File: config.mk
export PLATFORM = sky130hd
export DESIGN_NAME = segxl_top
export DESIGN_NICKNAME = d
export VERILOG_FILES = /design/src/rtl/segxl_pkg.sv /design/src/rtl/segxl_ctrl.sv /design/src/rtl/segxl_datapath.sv /design/src/rtl/segxl_top.sv
export SDC_FILE = /design/constraint.sdc
export NUM_CORES = 1
export LEC_CHECK = 0
export BUFFER_PORTS_ARGS = -buffer_cell sky130_fd_sc_hd__buf_4
export CORE_AREA = 4 4 91 93
export DETAILED_ROUTE_END_ITERATION = 12
export DIE_AREA = 0 0 95 97
export SYNTH_ARGS = -nofsm -noshare
export SYNTH_HDL_FRONTEND = slang
export SYNTH_SLANG_ARGS = --single-unit
File: constraint.sdc
create_clock -name vclk -period 2.4
set_clock_uncertainty 0.2 [all_clocks]
set_input_delay 0.12 -clock vclk [all_inputs]
set_output_delay 0.12 -clock vclk [all_outputs]
set_load 0.03 [all_outputs]
File: src/rtl/segxl_pkg.sv
package segxl_pkg;
  localparam int ADDR_W = 32;
  localparam int SEG_W  = 4;

  typedef enum logic [1:0] {
    ACC_READ  = 2'd0,
    ACC_WRITE = 2'd1,
    ACC_EXEC  = 2'd2,
    ACC_RSVD  = 2'd3
  } acc_t;

  localparam logic [2:0] PERM_ALL = 3'b111;

  typedef struct packed {
    logic useSeg;   // region direct-map result
    logic usePage;  // hand off to page path
  } strb_t;
endpackage

File: src/rtl/segxl_ctrl.sv
module segxl_ctrl
  import segxl_pkg::*;
#(
  parameter int SEG_BITS = SEG_W,
  parameter int CFG_W    = 32
) (
  input  logic [SEG_BITS-1:0] segNum,
  input  logic                userMode,
  input  logic [1:0]          accType,
  input  logic [CFG_W-1:0]    gcCfg,
  input  logic [CFG_W-1:0]    mmCfg,
  input  logic                reqValid,
  input  logic                pageReqReady,
  output strb_t               strb,
  output logic                pageReqValid,
  output logic                pageReqSide,
  output logic                reqReady
);
  localparam int NSEG = 1 << SEG_BITS;

  logic mmuOn;
  logic segHit;
  logic [NSEG-1:0] segEn;

  assign segEn  = mmCfg[NSEG-1:0];
  assign mmuOn  = |gcCfg[3:2];
  assign segHit = !userMode && segEn[segNum];

  always_comb begin
    strb.useSeg  = mmuOn && segHit;
    strb.usePage = mmuOn && !segHit;
    pageReqValid = strb.usePage && reqValid;
    pageReqSide  = (accType == ACC_EXEC);
    reqReady     = strb.usePage ? pageReqReady : 1'b1;
  end
endmodule

File: src/rtl/segxl_datapath.sv
module segxl_datapath
  import segxl_pkg::*;
#(
  parameter int AW       = ADDR_W,
  parameter int SEG_BITS = SEG_W
) (
  input  logic [AW-1:0]                        vaddr,
  input  logic [((1<<SEG_BITS)/2)*SEG_BITS-1:0] kbaseLo,
  input  logic [((1<<SEG_BITS)/2)*SEG_BITS-1:0] kbaseHi,
  input  strb_t                                strb,
  input  logic                                 reqValid,
  input  logic                                 pageRespValid,
  input  logic [AW-1:0]                        pagePhys,
  input  logic [2:0]                           pagePerm,
  input  logic                                 pageMiss,
  output logic                                 respValid,
  output logic [AW-1:0]                        physAddr,
  output logic [2:0]                           perm,
  output logic                                 miss
);
  localparam int NSEG  = 1 << SEG_BITS;
  localparam int HALF  = NSEG / 2;
  localparam int OFF_W = AW - SEG_BITS;

  logic [SEG_BITS-1:0] nibTab [NSEG];
  logic [SEG_BITS-1:0] segNum;
  logic [AW-1:0]       mappedAddr;

  for (genvar g = 0; g < NSEG; g++) begin : g_nib
    if (g < HALF) begin : g_lo
      assign nibTab[g] = kbaseLo[g*SEG_BITS +: SEG_BITS];
    end else begin : g_hi
      assign nibTab[g] = kbaseHi[(g-HALF)*SEG_BITS +: SEG_BITS];
    end
  end

  assign segNum     = vaddr[AW-1 -: SEG_BITS];
  assign mappedAddr = {nibTab[segNum], vaddr[OFF_W-1:0]};

  always_comb begin
    if (strb.usePage) begin
      respValid = pageRespValid;
      physAddr  = pagePhys;
      perm      = pagePerm;
      miss      = pageMiss;
    end else begin
      respValid = reqValid;
      physAddr  = strb.useSeg ? mappedAddr : vaddr;
      perm      = PERM_ALL;
      miss      = 1'b0;
    end
  end
endmodule

File: src/rtl/segxl_top.sv
module segxl_top
  import segxl_pkg::*;
(
  input  logic        reqValid,
  output logic        reqReady,
  input  logic [31:0] vaddr,
  input  logic        userMode,
  input  logic [1:0]  accType,
  input  logic [31:0] gcCfg,
  input  logic [31:0] mmCfg,
  input  logic [31:0] kbaseLo,
  input  logic [31:0] kbaseHi,
  output logic        pageReqValid,
  output logic        pageReqSide,
  input  logic        pageReqReady,
  input  logic        pageRespValid,
  input  logic [31:0] pagePhys,
  input  logic [2:0]  pagePerm,
  input  logic        pageMiss,
  output logic        respValid,
  output logic [31:0] physAddr,
  output logic [2:0]  perm,
  output logic        miss
);
  strb_t strb;

  segxl_ctrl #(.SEG_BITS(SEG_W), .CFG_W(32)) u_ctrl (
    .segNum      (vaddr[31:28]),
    .userMode    (userMode),
    .accType     (accType),
    .gcCfg       (gcCfg),
    .mmCfg       (mmCfg),
    .reqValid    (reqValid),
    .pageReqReady(pageReqReady),
    .strb        (strb),
    .pageReqValid(pageReqValid),
    .pageReqSide (pageReqSide),
    .reqReady    (reqReady)
  );

  segxl_datapath #(.AW(ADDR_W), .SEG_BITS(SEG_W)) u_dp (
    .vaddr        (vaddr),
    .kbaseLo      (kbaseLo),
    .kbaseHi      (kbaseHi),
    .strb         (strb),
    .reqValid     (reqValid),
    .pageRespValid(pageRespValid),
    .pagePhys     (pagePhys),
    .pagePerm     (pagePerm),
    .pageMiss     (pageMiss),
    .respValid    (respValid),
    .physAddr     (physAddr),
    .perm         (perm),
    .miss         (miss)
  );
endmodule

-- After elaboration in Yosys (flattened, before gate mapping)
Index checks and enable logic that the tools add are counted.
- output and inout port bits: 40
- bits in registers: 0
- input port bits: 202
- equal/unequal tests: 1
- multiplexer cells: 11
- bitwise operators: 1
- reductions and logical operators: 7
- order comparisons: 2
- operators by type and width (kind ; number):
    32-bit 2-to-1 mux ; 2
    4-bit binary-select mux with 4-bit select ; 1
    4-bit 2-to-1 mux ; 2
    5-bit >= comparator (second input constant) ; 1
    4-bit by 5-bit less-than comparator with 1-bit output (second input constant) ; 1
    4-bit inverter with 5-bit output ; 1
    1-bit binary-select mux with 4-bit select ; 1
    1-bit logical AND ; 4
    1-bit 2-to-1 mux ; 4
    3-bit 2-to-1 mux ; 1
    2-bit == test (second input constant) ; 1
    1-bit logical NOT ; 2
    2-bit OR reduction ; 1

-- Depth between registers and ports, before layout
Gate-level depths: netlist (run 1).
- depth in word-level cells: 6
- depth in mapped cells: 9

-- Modules after synthesis
From an unflattened synthesis (run 1), not the netlist that was laid out.
- cells, all modules: 130
- area total of the unflattened synthesis: 1224.9 µm²
- modules (own cells, without submodules) (module ; area an instance (µm²) ; sequential area each (µm²) ; instances ; cells an instance):
    segxl_datapath ; 1027.2 ; 0.0 ; 1 ; 108
    segxl_ctrl ; 197.7 ; 0.0 ; 1 ; 22

-- Least setup slack after synthesis (run 1)
OpenSTA, ideal clock, no wires.
- kind: input to output
- start: input port vaddr[28]
- end: output port physAddr[28]
- required time: 2080 ps
- buffers on the path: 3
- path slack: 98 ps
- arrival: 1982 ps
- stages: 8
- cells stage by stage: buf_6 mux4_2 nand2b_4 a22oi_2 o22ai_2 buf_6 buf_6 o221ai_1
- cells in the longest elaborated chain, start to end: 6
- RTL lines (element ; RTL line ; source):
    start: declaration ; segxl_top.sv:6 ; input logic [31:0] vaddr,
    4-bit inverter with 5-bit output (implied by the code) / 1-bit binary-select mux with 4-bit select (equally long branches) ; segxl_datapath.sv:38, segxl_ctrl.sv:27 ;
    4-bit binary-select mux with 4-bit select / 1-bit 2-to-1 mux (equally long branches) ; segxl_datapath.sv:38, segxl_ctrl.sv:27 ;
    4-bit 2-to-1 mux (implied by the code) / 1-bit logical AND (equally long branches) ; segxl_datapath.sv:38, segxl_ctrl.sv:27 ;
    4-bit 2-to-1 mux (implied by the code) (tied with other cells) ; segxl_datapath.sv:38 ; assign mappedAddr = {nibTab[segNum], vaddr[OFF_W-1:0]};
    32-bit 2-to-1 mux / 1-bit logical AND (equally long branches) ; segxl_datapath.sv:48, segxl_ctrl.sv:31 ;
    32-bit 2-to-1 mux * ; segxl_datapath.sv:41 ; if (strb.usePage) begin
    end: declaration ; segxl_top.sv:21 ; output logic [31:0] physAddr,
Every way passes the cells marked *; elsewhere a longest branch is shown, timed or not. The select of a mux whose other input is x is not followed.

-- Worst setup path in the final report (run 1)
- start: input port vaddr[28]
- end: output port physAddr[2]
- cells in the longest elaborated chain, start to end: 6
- RTL lines (element ; RTL line ; source):
    1-bit binary-select mux with 4-bit select ; segxl_ctrl.sv:27 ; assign segHit = !userMode && segEn[segNum];
    1-bit 2-to-1 mux (implied by the code) ; segxl_ctrl.sv:27 ;
    1-bit logical AND ; segxl_ctrl.sv:27 ;
    1-bit logical NOT ; segxl_ctrl.sv:31 ; strb.usePage = mmuOn && !segHit;
    1-bit logical AND ; segxl_ctrl.sv:31 ;
    32-bit 2-to-1 mux ; segxl_datapath.sv:41 ;
No other way between the ends. The select of a mux whose other input is x is not followed.

==> metrics.md, run 1 <==
| Metric | Value |
|---|---|
| Status | complete, no violations |
| Slew @ Worst Pin | 0.4052 ns |
| Gr usage total | 0.1100 |
| DRT Pass-1 Iters | 4 |
| Gpl congestion | ~0.67 |
| Max-Slew Margin vs Limit | 0.7288 |
| Antenna violations before repair | 0 |
| Final setup viols | 0 |
| Maximum clock rate | around 440 MHz |
| Hold Path Class | input port to output pin |
| Area growth, synth to finish | 121.2% |
| Avg Cell Area, Syn | approximately 12 um2 |
| Via density | roughly 4.2 |
| Mapped Cells | roughly 110 |
| HPWL Detailed | ~5400 um |
| Wirelength per Cell | ~14 um |
| Final #Nets | between 500 and 600 |
| DRC viols | 0 |
| Critical Path AT | approximately 2 ns |
| Setup repair after global routing missed its margin | no |
| Core area | ~7500 um2 |
| Hold Vio Cnt, Final | 0 |
| Design area | 2868 um2 |
| Row count | 32 |
| Initial Utilization | 0.1722 |
| Peak supply drop | 0.06602 mV |
| Mapped cell area | approximately 1300 um2 |
| Seq/Total Area, Yosys | 0 |
| Fill cells | between 700 and 800 |
| Ant. Diodes | 0 |
| Worst slack at placement | 0.1045 ns |
| Die height | between 90 and 100 um |
| Area leader, netlist | mux2_4 |
| Worst hold slack | around 0.31 ns |
| Boundary Pins | 242 |
| CP endpoint kind | output pin |
| Post-CTS sizing | 0 |
| CLK BUF | 0 |
| Worst Setup Start Kind | input port |
| Post-CTS setup buffers | 0 |
| Kind of critical path | input port to output pin |
| Reg area | 0 um2 |
| Initial DRC count | 38 |
| Number of nets with antenna violations after routing | 0 |
| Via count | between 1500 and 2000 |
| CP Data Required Time | 2.08 ns |
| Yosys cell types | 22 |
| Total Die Area | 9215 um2 |
| Crit-path max FO | 12 |
| Die X-Extent | between 90 and 100 um |
| Global-route wire length before repair | between 8000 and 9000 um |
| Post-CTS Hold Fix Bufs | 0 |
| YS warnings | 0 |
| Final cell count without fillers | about 400 |
| Ratio of cells with drive above 1 in the final layout | 0.8600 |
| Fin crit share | 0.9525 |
| Placed Instances | between 400 and 500 |
| Area after DPL | 2868 um2 |
| Num sequential | 0 |
| MaxCap Viol Count | 0 |
| Power per standard cell area | around 260 nW/um2 |
| Max Slew Vio Count | 0 |
| Setup ws final | 0.1141 ns |
| Net Count, Synth | 311 |
| Setup TNS | 0 ns |
| Final wirelength | 5802 um |
| Vias in the first global route | ~1700 |
| Leak | 1.487 nW |
| Largest net degree at the start of global routing | 28 |
| Congestion Overflow GR | 0 |
| Ranking of synthesized cells by area | mux2_4, mux4_2, mux2i_1 |
| Minimum clock period after layout | about 2.3 ns |
| Synth top area share | 0.3359 |
| Number of port buffers | between 150 and 200 |
-- synth_stat cells, types with 4 or more instances --
cell,instances
a21oi_1,4
buf_6,6
inv_1,6
or2_1,4
mux2_4,29
mux4_2,18
nor2_1,8
mux2_2,4
mux2i_1,8
nand2_1,4
-- through the flow --
stage / total power, mW / util
floorplan: 0.4197 / -
global placement: 0.7430 / 0.3810
detailed placement: 0.7506 / 0.3810
CTS: 0.7515 / 0.3810
global route: 0.7877 / 0.3810
finish: 0.7406 / 0.3810
-- report_power, final --
part	switching (mW)	internal (mW)
Sequential	0	0
Combinational	0.316	0.424
Clock	0	0
Total	0.316	0.424
-- layer usage --
| layer | GRT usage | vias to the layer above | routed length, um |
|---|---|---|---|
| li1 | - | 816 | - |
| met1 | 0.1194 | 771 | 1960 |
| met2 | 0.2207 | 114 | 3108 |
| met3 | 0.02333 | 2 | 704 |
| met4 | 0.005549 | 0 | 28 |
| met5 | 0 | - | 0 |
-- area by class of cell --
type,count,area [um2],area share
well taps,102,127.6,0.04450
repair buffers,201,1521,0.5305
multi-input cells,92,1192,0.4158
inverters,7,26.28,0.009162
-- cells by family after synthesis --
family | count (synthesis) | share of synthesized area
AO/OA/AOI/OAI | 12 | 0.08495
buffers and inverters | 17 | 0.08590
multiplexers | 59 | 0.7452
AND/OR/NAND/NOR | 21 | 0.08397
-- worst paths after layout --
| kind | from | endpoint | slack [ns] | depth (start not counted) |
|---|---|---|---|---|
| hold / removal | accType[0] | pageReqSide | 0.31 | 3 |
| setup / recovery | vaddr[28] | physAddr[2] | 0.11 | 8 |
-- critical path: stages --
cell and delay (ns):
buf_4 0.17, mux4_2 0.50, nand2b_4 0.15, a22oi_2 0.21, o22ai_4 0.12, buf_4 0.21
mux2_4 0.31, buf_4 0.17
-- layout by cell type (no fill, tap or decap) --
cell type | Yosys | routed
nor2_1 | 8 | 8
inv_2 | 1 | 1
o221ai_2 | 2 | 2
or3_1 | 1 | 1
mux2_2 | 4 | 4
a221oi_1 | 2 | 2
nand2b_4 | 1 | 1
mux2_4 | 29 | 29
mux4_2 | 18 | 18
mux2i_1 | 8 | 8
nand2_1 | 4 | 4
a21oi_1 | 4 | 4
a22oi_2 | 1 | 1
buf_12 | 0 | 1
inv_1 | 6 | 6
nor2b_1 | 2 | 2
o22ai_4 | 0 | 1
o221ai_1 | 2 | 2
buf_4 | 0 | 200
or2_1 | 4 | 4
nand2b_1 | 1 | 1
Note: power is estimated with default switching activity, not from simulation.
==> run 2: changes to the inputs <==
--- a/config.mk
+++ b/config.mk
@@ -5,7 +5,7 @@
 export SDC_FILE = /design/constraint.sdc
 export NUM_CORES = 1
 export LEC_CHECK = 0
-export BUFFER_PORTS_ARGS = -buffer_cell sky130_fd_sc_hd__buf_4
+export BUFFER_PORTS_ARGS = -buffer_cell sky130_fd_sc_hd__buf_2
 export CORE_AREA = 4 4 91 93
 export DETAILED_ROUTE_END_ITERATION = 12
 export DIE_AREA = 0 0 95 97
==> run 2 against run 1 <==
  * Via count is 0.82% higher
  * Die area did not move
  * Critical path depth is 1 higher
  * Clock-buffer cell count stayed put
  * Final cell count increased by 1.2%
  * Power is 7.6% lower
  * Cell area shrank 12%
  * First-iteration DRC count is 58% lower
  * Largest cell class is now multi-input combinational cells
  * Largest power group unchanged
==> metrics.md, run 2 (synthesized netlist as in run 1, its figures left out) <==
| Metric | Value |
|---|---|
| DRC viols | 0 |
| Logic pwr share | 1.000 |
| Power per standard cell area | between 200 and 300 nW/um2 |
| Initial Utilization | 0.1722 |
| Core area | 7527 um2 |
| Sw Pwr | 0.3247 mW |
| CLK BUF | 0 |
| Final wirelength | ~5800 um |
| Fin crit share | 0.9688 |
| Boundary Pins | around 240 |
| Design area | about 2500 um2 |
| Fill cells | 802 |
| Final setup viols | 0 |
| Clk pwr share | 0 |
| Hold Vio Cnt, Final | 0 |
| Status | complete, no violations |
| Max Slew Vio Count | 0 |
| Via count | roughly 1700 |
| Fin util | 0.3353 |
| Total Die Area | 9215 um2 |
| Row count | 32 |
| CP endpoint kind | output pin |
| Kind of critical path | input port to output pin |
| DRT Pass-1 Iters | 4 |
| HPWL Detailed | between 5000 and 6000 um |
| Largest net degree at the start of global routing | 31 |
| Global-route wire length before repair | ~8000 um |
| Hold Path Class | input port to output pin |
| Number of nets with antenna violations after routing | 0 |
| Area after DPL | approximately 2400 um2 |
| Reg area | 0 um2 |
| Leak | around 1.4 nW |
| Vias in the first global route | around 1800 |
| Final #Nets | ~500 |
| Ant. Diodes | 0 |
| Gpl congestion | ~0.76 |
| Slew @ Worst Pin | between 0.4 and 0.5 ns |
| Worst Setup Start Kind | input port |
| MaxCap Viol Count | 0 |
| Wirelength per Cell | about 14 um |
| Via density | 4.219 |
| Initial DRC count | 16 |
| Congestion Overflow GR | 0 |
| Minimum clock period after layout | roughly 2.3 ns |
| Die height | between 90 and 100 um |
| Crit-path max FO | 8 |
| Max-Slew Margin vs Limit | 0.7258 |
| Switching share of power | 0.4745 |
| Sequential Power Share | 0 |
| CP Data Required Time | about 2.1 ns |
| Gr usage total | 0.1077 |
| Commonest non-fill, non-tap cell in the layout | buf_2 |
| Die X-Extent | ~95 um |
| Most frequent cells in the layout | buf_2, mux2_4, mux4_2, buf_4 |
| Num sequential | 0 |
| Antenna violations before repair | 0 |
| Area growth, synth to finish | 94.69% |
| Post-CTS Hold Fix Bufs | 0 |
| Number of port buffers | 196 |
| Critical Path AT | around 2.0 ns |
| Maximum clock rate | roughly 430 MHz |
| Ratio of cells with drive above 1 in the final layout | 0.8656 |
| Peak supply drop | ~0.057 mV |
| Internal | 0.3597 mW |
[run 2: cell types whose count changed in the layout (fill, tap and decap cells not counted), sizes merged]
| cell | delta |
|---|---|
| clkbuf | +2 |
| buf | +3 |
[run 2: repair_timing]
| action | in CTS | in global routing |
|---|---|---|
| buffers inserted | 0 | 1 |
| endpoints found under the setup margin | 0 | 27 |
| gates resized for setup | 0 | 36 |
[run 2: critical path, cell delays in order]
cell and delay, ns:
buf_6 0.10, mux4_2 0.49, nand2b_4 0.15, a22oi_2 0.24, o22ai_4 0.11, buf_12 0.15, clkbuf_16 0.16, mux2_4 0.29
buf_4 0.17
[run 2: path summary, 6_finish.rpt]
| kind | endpoint | cells after the start | slack (ns) | from |
|---|---|---|---|---|
| setup / recovery | physAddr[14] | 9 | 0.07 | vaddr[28] |
| hold / removal | pageReqSide | 3 | 0.32 | accType[0] |
[run 2: metrics by stage]
stage                     total power, mW  cells  setup TNS (ns)  setup WS [ns]  hold slack [ns]
final                              0.6844    407               0        0.07491           0.3218
after global routing               0.7303    407      -0.0007208     -0.0007208           0.3372
after CTS                          0.6399    403               0        0.05537           0.3231
after detailed placement           0.6388    403               0        0.06309           0.3225
after global placement             0.6295    403               0        0.08328           0.3191
after floorplan                    0.4197    109               0        0.09812           0.1496
[run 2: power by group through the flow]
stage                     combinational (mW)  clock, mW  sequential [mW]
after CTS                              0.640          0                0
after global routing                   0.730          0                0
after global placement                 0.630          0                0
after floorplan                        0.420          0                0
final                                  0.684          0                0
after detailed placement               0.639          0                0
[run 2: area by class of cell]
class / instances / area (um2) / area share
multi-input cells: 92 / 1199 / 0.4750
repair buffers: 206 / 1171 / 0.4641
well taps: 102 / 127.6 / 0.05057
inverters: 7 / 26.28 / 0.01041
[run 2: metal layers]
| metal | GRT usage | up-vias | share of wire |
|---|---|---|---|
| met1 | 0.1113 | 765 | 0.34 |
| met2 | 0.2202 | 122 | 0.53 |
| li1 | - | 826 | - |
| met3 | 0.02100 | 4 | 0.12 |
| met5 | 0 | - | 0 |
| met4 | 0.01332 | 0 | 0.0098 |
